[config.mk]
export PLATFORM = sky130hd
export DESIGN_NAME = curloop_ctrl
export DESIGN_NICKNAME = d
export VERILOG_FILES = /design/src/rtl/curloop_pkg.sv /design/src/rtl/curloop_tick.sv /design/src/rtl/curloop_integ.sv /design/src/rtl/curloop_outsel.sv /design/src/rtl/curloop_ctrl.sv
export SDC_FILE = /design/constraint.sdc
export NUM_CORES = 1
export LEC_CHECK = 0
export BUFFER_PORTS_ARGS = -buffer_cell sky130_fd_sc_hd__buf_2
export CORE_UTILIZATION = 43
export CTS_BUF_LIST = sky130_fd_sc_hd__clkbuf_8
export CTS_CLUSTER_SIZE = 14
export DETAILED_ROUTE_END_ITERATION = 10
export PLACE_DENSITY = 0.65
export SYNTH_ARGS = -nofsm -noshare
export SYNTH_HDL_FRONTEND = slang
export SYNTH_HIERARCHICAL = 1
export SYNTH_SLANG_ARGS = --single-unit
export TNS_END_PERCENT = 1
[constraint.sdc]
create_clock -name clk -period 4.5 [get_ports clk]
set_clock_uncertainty 0.1 [all_clocks]
set_input_delay 0.675 -clock clk [delete_from_list [all_inputs] [get_ports clk]]
set_output_delay 0.675 -clock clk [all_outputs]
set_load 0.01 [all_outputs]
[src/rtl/curloop_pkg.sv]
package curloop_pkg;
  typedef enum logic [1:0] {
    SRC_HOST  = 2'd0,
    SRC_LOOP  = 2'd1,
    SRC_CLAMP = 2'd2
  } out_src_e;
endpackage

[src/rtl/curloop_tick.sv]
module curloop_tick #(
  parameter int TICK_CYC = 25000
) (
  input  logic clk,
  input  logic rst,
  output logic tick
);
  localparam int CW = (TICK_CYC > 2) ? $clog2(TICK_CYC) : 1;
  localparam logic [CW-1:0] LAST = CW'(TICK_CYC - 1);

  logic [CW-1:0] cnt;

  always_ff @(posedge clk) begin
    if (rst) begin
      cnt  <= '0;
      tick <= 1'b0;
    end else if (cnt == LAST) begin
      cnt  <= '0;
      tick <= 1'b1;
    end else begin
      cnt  <= cnt + 1'b1;
      tick <= 1'b0;
    end
  end

  // the tick is a single-cycle pulse
  p_tick_pulse_r8: assert property (@(posedge clk) disable iff (rst)
    tick |=> !tick);
  // the tick comes right after the counter wraps to zero
  p_tick_wrap_r8: assert property (@(posedge clk) disable iff (rst)
    tick |-> (cnt == '0));
endmodule

[src/rtl/curloop_integ.sv]
module curloop_integ #(
  parameter int CODE_W = 12
) (
  input  logic              clk,
  input  logic              rst,
  input  logic              upd,
  input  logic              loop_en,
  input  logic              clamp,
  input  logic [CODE_W-1:0] target,
  input  logic [CODE_W-1:0] adc_code,
  input  logic              adc_valid,
  output logic [CODE_W-1:0] acc
);
  localparam int SW = CODE_W + 2;
  localparam logic signed [SW-1:0] MAXC = SW'((1 << CODE_W) - 1);

  logic [CODE_W-1:0]        held;
  logic                     fresh;
  logic signed [SW-1:0]     sum;
  logic [CODE_W-1:0]        sat;

  always_comb begin
    sum = $signed({2'b00, acc}) + $signed({2'b00, target}) - $signed({2'b00, held});
    if (sum < 0)          sat = '0;
    else if (sum > MAXC)  sat = {CODE_W{1'b1}};
    else                  sat = sum[CODE_W-1:0];
  end

  always_ff @(posedge clk) begin
    if (rst) begin
      held  <= '0;
      fresh <= 1'b0;
      acc   <= '0;
    end else if (clamp) begin
      fresh <= 1'b0;
    end else begin
      if (adc_valid) begin
        held  <= adc_code;
        fresh <= 1'b1;
      end else if (upd) begin
        fresh <= 1'b0;
      end
      if (upd && fresh && loop_en) acc <= sat;
    end
  end

  // no tick or no fresh sample, no integrator movement
  p_hold_idle_r4: assert property (@(posedge clk) disable iff (rst)
    (!upd || !fresh) |=> $stable(acc));
  // clamp freezes the integrator
  p_clamp_freeze_r7: assert property (@(posedge clk) disable iff (rst)
    clamp |=> $stable(acc));
  // open-loop mode holds the integrator
  p_open_hold_r9: assert property (@(posedge clk) disable iff (rst)
    !loop_en |=> $stable(acc));
  // positive error never lowers the integrator (no wraparound)
  p_no_wrap_up_r5: assert property (@(posedge clk) disable iff (rst)
    (upd && fresh && loop_en && !clamp && target >= held) |=> acc >= $past(acc));
  // negative error never raises the integrator
  p_no_wrap_dn_r5: assert property (@(posedge clk) disable iff (rst)
    (upd && fresh && loop_en && !clamp && target <= held) |=> acc <= $past(acc));
endmodule

[src/rtl/curloop_outsel.sv]
module curloop_outsel
  import curloop_pkg::*;
#(
  parameter int CODE_W = 12
) (
  input  logic              clk,
  input  logic              rst,
  input  logic              loop_en,
  input  logic              clamp,
  input  logic [CODE_W-1:0] clamp_code,
  input  logic [CODE_W-1:0] host_code,
  input  logic [CODE_W-1:0] acc,
  output logic              adc_req,
  output logic [CODE_W-1:0] dac_code
);
  out_src_e src;

  always_comb begin
    if (clamp)        src = SRC_CLAMP;
    else if (loop_en) src = SRC_LOOP;
    else              src = SRC_HOST;
  end

  always_ff @(posedge clk) begin
    if (rst) begin
      dac_code <= '0;
      adc_req  <= 1'b0;
    end else begin
      adc_req <= !clamp;
      case (src)
        SRC_CLAMP: dac_code <= clamp_code;
        SRC_LOOP:  dac_code <= acc;
        default:   dac_code <= host_code;
      endcase
    end
  end

  // the clamp code reaches the output after one clock
  p_clamp_out_r6: assert property (@(posedge clk) disable iff (rst)
    clamp |=> dac_code == $past(clamp_code));
  // conversion requests stop while clamped
  p_clamp_req_r6: assert property (@(posedge clk) disable iff (rst)
    clamp |=> !adc_req);
  // open-loop output follows the host code
  p_open_out_r2: assert property (@(posedge clk) disable iff (rst)
    (!clamp && !loop_en) |=> dac_code == $past(host_code));
endmodule

[src/rtl/curloop_ctrl.sv]
module curloop_ctrl #(
  parameter int CODE_W   = 12,
  parameter int TICK_CYC = 25000
) (
  input  logic              clk,
  input  logic              rst,
  input  logic              loop_en,
  input  logic              clamp_req,
  input  logic [CODE_W-1:0] clamp_code,
  input  logic [CODE_W-1:0] host_code,
  input  logic [CODE_W-1:0] target_code,
  input  logic [CODE_W-1:0] adc_code,
  input  logic              adc_valid,
  output logic              adc_req,
  output logic              update_tick,
  output logic [CODE_W-1:0] dac_code
);
  logic [CODE_W-1:0] acc;

  curloop_tick #(.TICK_CYC(TICK_CYC)) u_tick (
    .clk  (clk),
    .rst  (rst),
    .tick (update_tick)
  );

  curloop_integ #(.CODE_W(CODE_W)) u_integ (
    .clk       (clk),
    .rst       (rst),
    .upd       (update_tick),
    .loop_en   (loop_en),
    .clamp     (clamp_req),
    .target    (target_code),
    .adc_code  (adc_code),
    .adc_valid (adc_valid),
    .acc       (acc)
  );

  curloop_outsel #(.CODE_W(CODE_W)) u_out (
    .clk        (clk),
    .rst        (rst),
    .loop_en    (loop_en),
    .clamp      (clamp_req),
    .clamp_code (clamp_code),
    .host_code  (host_code),
    .acc        (acc),
    .adc_req    (adc_req),
    .dac_code   (dac_code)
  );
endmodule

* Word-level counts from Yosys, hierarchy flattened
Index checks and enable logic that the tools add are counted.
Word-level totals: output and inout bits 14, bits in registers 54
Operators by class: magnitude comparators 2, equality and inequality tests 3, add/sub/neg operators 3, mux-type cells 8, bitwise logic cells 1, reduce and logical (&&, ||, !) cells 8
Operator list (number):
- 12-bit two-way mux | 2
- 12-bit case mux with 2 select lines | 1
- 15-bit by 1-bit adder with 15-bit output, second input constant | 1
- 15-bit == test, second input constant | 1
- 14-bit by 13-bit greater-than comparator with 1-bit output, second input constant | 1
- 14-bit by 1-bit less-than comparator with 1-bit output, second input constant | 1
- 13-bit by 12-bit subtractor with 14-bit output | 1
- 12-bit by 12-bit adder with 13-bit output | 1
- 1-bit two-way mux | 4
- 2-bit AND reduction | 2
- 2-bit OR reduction | 2
- 2-bit by 1-bit == test with 1-bit output, second input constant | 1
- 2-bit == test, second input constant | 1
- 1-bit logical AND | 2
- 2-bit two-way mux | 1
- 2-bit nonzero test | 1
- 1-bit zero test | 1
- 1-bit NOT | 1

* Logic depth before layout (Yosys ltp)
Gate-level depths: netlist (run 1).
word-level depth 5, mapped depth 13, depth with buffers taken out 12

* Hierarchy
The synthesis (run 1) kept the hierarchy.
Modules (own cells, without submodules):
- curloop_integ | cells each 241, area an instance 1908.1 µm², times used 1
- curloop_tick | cells each 78, area an instance 710.7 µm², times used 1
- curloop_outsel | cells each 55, area an instance 628.1 µm², times used 1

* Worst setup path before layout (run 1)
Ideal clock, no wire load.
kind input -> register, start in target_code[8], end reg u_integ.acc[11], stages on the path 12, path slack 1327 ps, arrival 2954 ps, path through inv_1 -> fa_1 -> inv_1 -> ha_1 -> a21o_1 -> a2111oi_4 -> a21oi_2 -> nor3_2 -> a311oi_2 -> buf_6 -> nor3_1 -> o21ai_1
On the way: cells in the longest elaborated chain, start to end 5, elaborated cells between the ends (all ways) 6, those cells by class 2 x add/sub; 2 x order compare; 2 x mux
RTL lines:
- start: declaration | line curloop_ctrl.sv:11 | input logic [CODE_W-1:0] target_code,
- 12-bit by 12-bit adder with 13-bit output * | line curloop_integ.sv:23 | sum = $signed({2'b00, acc}) + $signed({2'b00, target}) - $signed({2'b00, held});
- 13-bit by 12-bit subtractor with 14-bit output * | line curloop_integ.sv:23
- 14-bit by 13-bit greater-than comparator with 1-bit output | line curloop_integ.sv:25 | else if (sum > MAXC) sat = {CODE_W{1'b1}};
- 12-bit two-way mux | line curloop_integ.sv:25
- 12-bit two-way mux * | line curloop_integ.sv:24 | if (sum < 0) sat = '0;
- end signal: assignment | line curloop_integ.sv:43 | if (upd && fresh && loop_en) acc <= sat;
- end: declaration | line curloop_integ.sv:12 | output logic [CODE_W-1:0] acc
Every way passes the cells marked *; elsewhere a longest branch is shown, timed or not. A chain may end at the register's enable or synchronous reset.

* Worst setup path in the final report (run 1)
start in target_code[1], end reg u_integ.acc[9]
Same word-level chain as after synthesis.

==> impl_results.md, run 1 <==
* Post-Syn Area at 3250 um2
* # hold bufs at CTS at 0
* CP Max Fanout at 12
* Power, Total at 1130 uW
* Worst rel slew slack at 41.3%
* Die H at between 80 and 90 um
* Placer congestion estimate at ~0.79
* Initial Utilization at 44.5%
* Distinct cells, synth at 45
* Vias in the first global route at roughly 2.4k
* Sequential power share at around 45%
* Post-synth EDFFs at 0
* Filler cell count at between 700 and 800
* Ys flop type: dfxtp_1
* Clk_lat worst skew at 0.31 ns
* Max Transition Viols Final at 0
* Clock slew at reported path FFs at 0.10 ns
* CP bufs+invs at 1
* Core area at between 7000 and 8000 um2
* Most frequent CP cell: fa_1
* Commonest non-fill, non-tap cell in the layout: buf_2
* HPWL after detailed placement at 5.35 mm
* Setup ws final at 1.02 ns
* Final setup viols at 0
* Vias per inst at 5.06
* Full die area at 7900 um2
* Post-CTS setup buffers at 0
* Max-cap violations at 0
* CP startpoint kind: input port
* CTS Root Cell: clkbuf_8
* First-pass GRT wire length at 11.3 mm
* Leading cell types in the layout, fill and taps excluded: 66 x buf_2, 54 x dfxtp_1, 49 x inv_1
* H-tree levels at 2
* Highest clock rate at 287 MHz
* CTS max path bufs at 2
* Worst Path Arrival at 3.63 ns
* CTS resizes at 0
* Leakage at 0.00164 uW
* Final WL at 7.10 mm
* Vias at 2705
* Final instance area at between 3000 and 4000 um2
* Placement Cell Area at ~3600 um2
* Worst path slowest cell: a311oi_2
* Detailed Routing Iterations Pass 1 at 4
* Mapped Avg Cell Area at 8.68 um2
* Area growth from synthesis to layout at 15.5%
* Gr ovfl total at 0
* Post-Syn Instances at 374
* Fin crit share at 77.4%
* Combinational Power Share at 23.7%
* Num CTS Buffers at 5
* Clock sinks at 54
* Finished Layout Cells at 535
* Largest stage delay, worst path at just under 0.8 ns
* Switching Fraction at 29.5%
* Clock share of power at 31.8%
* RSZ-0062 raised after global routing: false
* I/O Buffers at 66
* ANT cells at 0
* Initial antenna violation count at 0
* Fin crit period at 3.48 ns
* CTS tree: done
* FF+latch count, synth at 54
* ANT nets after route at 0
* Drt drc at 0
* Layout Nets at 515
* Worst Hold Class: reg2reg
* Dpl cells at ~530
* Largest net degree at the start of global routing at 32
* Run status: finished, final reports clean
* Synth warn at 6
* Psw at 332 uW
* CP endpoint kind: flip-flop
* Total GRT Usage at between 10% and 20%
* Setup TNS at 0 ns
* Hold Vio Cnt, Final at 0
* IO Pins at 67
* DP Worst Slack at 0.680 ns
* Layout cell share with drive strength beyond 1 at 21.8%
* Critical path, cell by cell: buf_2 > fa_1 > fa_1 > a21o_1 > a221oi_1 > a21oi_2 > a311oi_2 > nor4_1 > o21ai_1
* Synth async-reset ratio at 0%
* CP top delay family: compound AO/OA/AOI/OAI gates
* Worst-Margin Slew at 0.879 ns
* Peak supply drop at 0.145 mV
* Starting DRT DRC Count at 101
* Internal at 794 uW
* Routed WL per cell at 13.3 um
* Worst endpoint required time at between 4 and 5 ns
* Die W at 88.9 um
* Power Density at 300 nW/um2
* # rows at 31
* Setup CP Type: in2reg
* Syn Nets at 454
* Register area share after synthesis at between 30% and 40%
[per-stage QoR]
| step | utilization, % | hold WS, ns |
|---|---|---|
| after detailed placement | 49.8 | 0.351 |
| after CTS | 51.4 | 0.366 |
| after global routing | 51.4 | 0.380 |
| after floorplan | - | 0.330 |
| final | 51.4 | 0.365 |
| after global placement | 49.8 | 0.344 |
[synth_stat cells (2+ instances only)]
library cell | instances | area (um2)
dfxtp_1 | 54 | 1080
inv_1 | 49 | 184
nand2_1 | 42 | 158
nor2_1 | 32 | 120
a21oi_1 | 19 | 95.1
nor2b_1 | 17 | 106
xnor2_1 | 16 | 140
ha_1 | 15 | 188
mux2i_1 | 14 | 140
fa_1 | 12 | 240
o21ai_1 | 11 | 55.1
a211oi_2 | 10 | 125
nor3_1 | 7 | 35.0
nand3_1 | 6 | 30.0
clkbuf_1 | 5 | 18.8
nor4_1 | 5 | 31.3
xor2_1 | 5 | 43.8
buf_2 | 4 | 20.0
nand2b_1 | 4 | 25.0
nand4_1 | 4 | 25.0
o21ai_0 | 4 | 20.0
a21o_1 | 3 | 22.5
a221oi_1 | 3 | 26.3
and3_1 | 3 | 18.8
buf_6 | 3 | 33.8
a211oi_1 | 2 | 15.0
a21oi_2 | 2 | 17.5
a31oi_1 | 2 | 12.5
and2_1 | 2 | 12.5
nand3b_1 | 2 | 15.0
nand4bb_1 | 2 | 22.5
or2_2 | 2 | 12.5
[cell type report]
cell class | instances | area [um2] | share of cell area [%]
inverters | 49 | 184 | 4.90
well taps | 99 | 124 | 3.30
repair buffers | 66 | 330 | 8.81
clock inverters | 2 | 38.8 | 1.03
multi-input cells | 259 | 1910 | 50.9
clock buffers | 6 | 82.6 | 2.20
flip-flops and latches | 54 | 1080 | 28.8
[worst min-delay path, stage by stage (launching register included)]
cell and delay [ns]:
dfxtp_1 0.33, nand2_1 0.05, a21oi_1 0.05
[power groups by stage]
| stage | Combinational, uW | Sequential, uW | Clock (uW) |
|---|---|---|---|
| after CTS | 267 | 501 | 366 |
| final | 266 | 501 | 358 |
| after global routing | 298 | 503 | 382 |
| after detailed placement | 266 | 512 | 0 |
| after floorplan | 198 | 515 | 0 |
| after global placement | 261 | 512 | 0 |
[per-layer routing]
metal / wire length (um) / vias to the layer above / global-route usage, %
li1: - / 1365 / -
met1: 3300 / 1235 / 24.6
met2: 3280 / 94 / 30.9
met3: 432 / 11 / 3.88
met4: 78 / 0 / 4.99
met5: 0 / - / 0
[registers in the layout, indices dropped and copies added, names as in the netlist]
register,flops
u_tick/cnt,15
u_tick/tick,1
u_out/dac_code,12
u_integ/held,12
u_integ/fresh,1
u_integ/acc,12
u_out/adc_req,1
[kinds of logic (layout without fill, tap and decap cells)]
kind of cell / after synthesis / count (layout) / share of synthesized area (%)
mux: 14 / 14 / 4.32
xor+xnor: 21 / 21 / 5.66
fa+ha+maj: 27 / 27 / 13.2
simple gates: 134 / 134 / 20.8
flops: 54 / 54 / 33.3
compound gates: 63 / 63 / 14.9
buf+inv: 61 / 123 / 7.90
[path summary, 6_finish.rpt]
path                   startpoint               to  slack, ns  cells after the start
setup / recovery   target_code[1]   u_integ/acc[9]       1.02                      9
hold / removal    u_integ/held[1]  u_integ/held[1]       0.37                      2
setup reg to reg   u_integ/acc[8]   u_integ/acc[9]       1.02                     10
hold reg to reg   u_integ/held[1]  u_integ/held[1]       0.37                      2
Note: power is estimated with default switching activity, not from simulation.
==> inputs of run 2 (changes only) <==
--- a/config.mk
+++ b/config.mk
@@ -5,12 +5,13 @@
 export SDC_FILE = /design/constraint.sdc
 export NUM_CORES = 1
 export LEC_CHECK = 0
+export ABC_AREA = 1
 export BUFFER_PORTS_ARGS = -buffer_cell sky130_fd_sc_hd__buf_2
 export CORE_UTILIZATION = 43
 export CTS_BUF_LIST = sky130_fd_sc_hd__clkbuf_8
 export CTS_CLUSTER_SIZE = 14
 export DETAILED_ROUTE_END_ITERATION = 10
-export PLACE_DENSITY = 0.65
+export PLACE_DENSITY = 0.67
 export SYNTH_ARGS = -nofsm -noshare
 export SYNTH_HDL_FRONTEND = slang
 export SYNTH_HIERARCHICAL = 1
==> constraint.sdc (replaced) <==
create_clock -name clk -period 3.05 [get_ports clk]
set_clock_uncertainty 0.1 [all_clocks]
set_input_delay 0.4575 -clock clk [delete_from_list [all_inputs] [get_ports clk]]
set_output_delay 0.4575 -clock clk [all_outputs]
set_load 0.01 [all_outputs]
==> impl_results.md, run 2 <==
* Run status: finished, final reports clean (unchanged)
* Synth warn at 6 (unchanged)
* CP startpoint kind: flip-flop (was input port)
* Routed WL per cell at 11.6 um (was 13.3 um)
* Internal at 1130 uW (was 794 uW)
* ANT nets after route at 0 (unchanged)
* HPWL after detailed placement at 6.10 mm (was 5.35 mm)
* Most flop-heavy register: u_tick/cnt (unchanged)
* ANT cells at 0 (unchanged)
* Clock share of power at 30.7% (was 31.8%)
* Leakage at 0.00190 uW (was 0.00164 uW)
* Highest clock rate at 354 MHz
* CTS tree: done (unchanged)
* H-tree levels at 2 (unchanged)
* Worst-Margin Slew at 0.469 ns (was 0.879 ns)
* Post-CTS setup buffers at 0 (unchanged)
* FF-to-FF path depth at 12 (was 10)
* Synth area leaders: dfxtp_1 32%, nand2_1 17%, inv_1 9.1%, fa_1 7.0%, nand3_1 6.3% (was dfxtp_1 33%, fa_1 7.4%, ha_1 5.8%, inv_1 5.7%, nand2_1 4.9%)
* Vias per inst at 4.76 (was 5.06)
* R2R Path End: u_integ/acc[8] (was u_integ/acc[9])
* Fin crit share at just over 90%
* Worst endpoint required time at 3.15 ns (was 4.65 ns)
* Worst R2R Start: u_integ/acc[8] (unchanged)
* Worst Min Path Start: adc_code[3] (was u_integ/held[1])
* Worst Path Arrival at 2.93 ns (was 3.63 ns)
* RSZ-0062 raised after global routing: false (unchanged)
* Total GRT Usage at 19.9% (was 18.6%)
* Commonest cells post-synth: 154 x nand2_1, 83 x inv_1, 54 x dfxtp_1 (was 54 x dfxtp_1, 49 x inv_1, 42 x nand2_1)
* Peak supply drop at 0.261 mV (was 0.145 mV)
* CP Max Fanout at 10 (was 12)
* Worst Hold Class: in2reg (was reg2reg)
* Distinct cells, synth at 29 (was 45)
* Starting DRT DRC Count at 170 (was 101)
* Initial antenna violation count at 0 (unchanged)
* Max-cap violations at 0 (unchanged)
* WHS Path Cells at 3 (was 2)
* Final WL at 7.74 mm (was 7.10 mm)
* First-pass GRT wire length at 13.5 mm (was 11.3 mm)
* Post-Syn Instances at 500 (was 374)
* Setup CP Type: reg2reg (was in2reg)
* Layout cell share with drive strength beyond 1 at 18.4% (was 21.8%)
* Clock slew at reported path FFs at 0.11 ns (was 0.10 ns)
* Max Transition Viols Final at 0 (unchanged)
* Filler cell count at 812 (was 735)
* Final setup viols at 0 (unchanged)
* Worst rel slew slack at 68.7% (was 41.3%)
* Clock sinks at 54 (unchanged)
* Switching Fraction at 31.0% (was 29.5%)
* Count leader, synth: nand2_1 (was dfxtp_1)
* IO Pins at 67 (unchanged)
* FF+latch count, synth at 54 (unchanged)
* Initial Utilization at 44.3% (was 44.5%)
* Placer congestion estimate at 0.881 (was 0.792)
* Mapped Avg Cell Area at 6.85 um2 (was 8.68 um2)
* Core area at 7730 um2 (was 7290 um2)
* CP endpoint kind: flip-flop (unchanged)
* Post-Syn Area at 3420 um2 (was 3250 um2)
* Area leader, netlist: dfxtp_1 (unchanged)
* I/O Buffers at 66 (unchanged)
* Full die area at 8320 um2 (was 7900 um2)
* Sequential power share at 45.1% (was 44.5%)
* Largest net degree at the start of global routing at 30 (was 32)
* Layout Nets at 644 (was 515)
* Post-synth EDFFs at 0 (unchanged)
* Commonest non-fill, non-tap cell in the layout: nand2_1 (was buf_2)
* CTS Root Cell: clkbuf_8 (unchanged)
* Gr ovfl total at 0 (unchanged)
* Combinational Power Share at 24.2% (was 23.7%)
* Clk_lat worst skew at 0.31 ns (about the same)
* Die W at 91.2 um (was 88.9 um)
* Fin crit period at about 2.8 ns
* R2r setup slk at 0.22 ns (was 1.02 ns)
* Yosys top cell area share at 31.6% (was 33.3%)
* Leading cell types in the layout, fill and taps excluded: 154 x nand2_1, 83 x inv_1, 66 x buf_2 (was 66 x buf_2, 54 x dfxtp_1, 49 x inv_1)
* Die H at 91.2 um (was 88.9 um)
* Syn Nets at 580 (was 454)
* Detailed Routing Iterations Pass 1 at 4 (unchanged)
* Synth async-reset ratio at 0% (unchanged)
* Vias at 3175 (was 2705)
* Psw at 507 uW (was 332 uW)
* Setup TNS at 0 ns (unchanged)
* Layout Utilization at 51.1% (was 51.4%)
* CP Launch Point: u_integ/acc[8] (was target_code[1])
* Hold worst-path end: u_integ/held[3] (was u_integ/held[1])
* Drt drc at 0 (unchanged)
* Vias in the first global route at 3023 (was 2414)
* Hold Vio Cnt, Final at 0 (unchanged)
* Number of flip-flops in the largest register at 15 (unchanged)
* Power Density at 415 nW/um2 (was 300 nW/um2)
* Area growth from synthesis to layout at 15.3% (was 15.5%)
* Num CTS Buffers at 5 (unchanged)
* # rows at 32 (was 31)
* CTS max path bufs at 2 (unchanged)
* Register area share after synthesis at 31.6% (was 33.3%)
* Ys flop type: dfxtp_1 (unchanged)
run 2: changes by cell type after synthesis, moves of 8 or more:
| cell | previous run | this run |
|---|---|---|
| nor2b_1 | 17 | 0 |
| inv_1 | 49 | 83 |
| nand2_1 | 42 | 154 |
| nor2_1 | 32 | 42 |
| mux2i_1 | 14 | 0 |
| a21oi_2 | 2 | 12 |
| nand3_1 | 6 | 43 |
| o21ai_1 | 11 | 1 |
| xnor2_1 | 16 | 8 |
| a211oi_2 | 10 | 0 |
run 2: layer usage:
metal,global-route usage (%),wire length [um],vias to the layer above
met2,34.1,3630,58
met1,25.6,3630,1436
met5,0,0,-
met3,3.85,352,11
li1,-,-,1670
met4,5.29,128,0
run 2: kinds of logic (layout without fill, tap and decap cells):
family,count (synthesis),in the layout,share of synthesized area [%]
flip-flops,54,54,31.6
AO/OA/AOI/OAI,45,45,8.11
AND/OR/NAND/NOR,264,264,32.8
buffers and inverters,97,162,11.7
adder cells (fa/ha/maj),27,27,12.5
XOR/XNOR,13,13,3.33
run 2: worst max-delay path by stage:
stage,endpoint,slack [ns],cells after the start
after floorplan,u_integ/acc[11],0.59,14
after detailed placement,u_integ/acc[1],0.17,11
after CTS,u_integ/acc[1],0.21,12
after global placement,u_integ/acc[0],0.29,11
after global routing,u_integ/acc[3],0.05,12
final,u_integ/acc[8],0.22,12
run 2: per-stage QoR:
step	total power [uW]	worst slack [ns]	hold WS (ns)	instances	instance area, um2
after floorplan	1040	0.587	0.349	500	3420
after global placement	1140	0.287	0.359	659	3820
after detailed placement	1150	0.175	0.371	659	3820
after CTS	1650	0.210	0.270	667	3940
after global routing	1750	0.0533	0.271	667	3950
final	1640	0.221	0.278	667	3950
run 2: what timing repair did:
item	4_1_cts	5_1_grt
gates resized for setup	0	1
hold buffers	0	0
endpoints found under the setup margin	0	1
run 2: power by group through the flow:
stage / Combinational, uW / Clock, uW / Sequential [uW]
2_1_floorplan: 284 / 0 / 758
6_report: 396 / 503 / 738
3_3_place_gp: 386 / 0 / 754
5_1_grt: 456 / 548 / 741
4_1_cts: 394 / 521 / 739
3_5_place_dp: 392 / 0 / 755
run 2: cell type report:
type | instances | area (um2) | area share [%]
clock buffers | 5 | 68.8 | 1.74
clock inverters | 3 | 47.5 | 1.20
inverters | 85 | 319 | 8.08
multi-input cells | 349 | 1950 | 49.4
flip-flops and latches | 54 | 1080 | 27.4
well taps | 102 | 128 | 3.23
repair buffers | 69 | 353 | 8.94
run 2: worst max-delay path, stage by stage, from the launching register on:
cell	delay [ns]
dfxtp_1	0.38
inv_1	0.11
fa_1	0.54
inv_1	0.04
ha_1	0.34
a21oi_1	0.22
o21ai_0	0.16
a21oi_1	0.31
nand2_1	0.11
nand2_2	0.17
nand2_1	0.08
nand2_1	0.09
a21oi_2	0.05
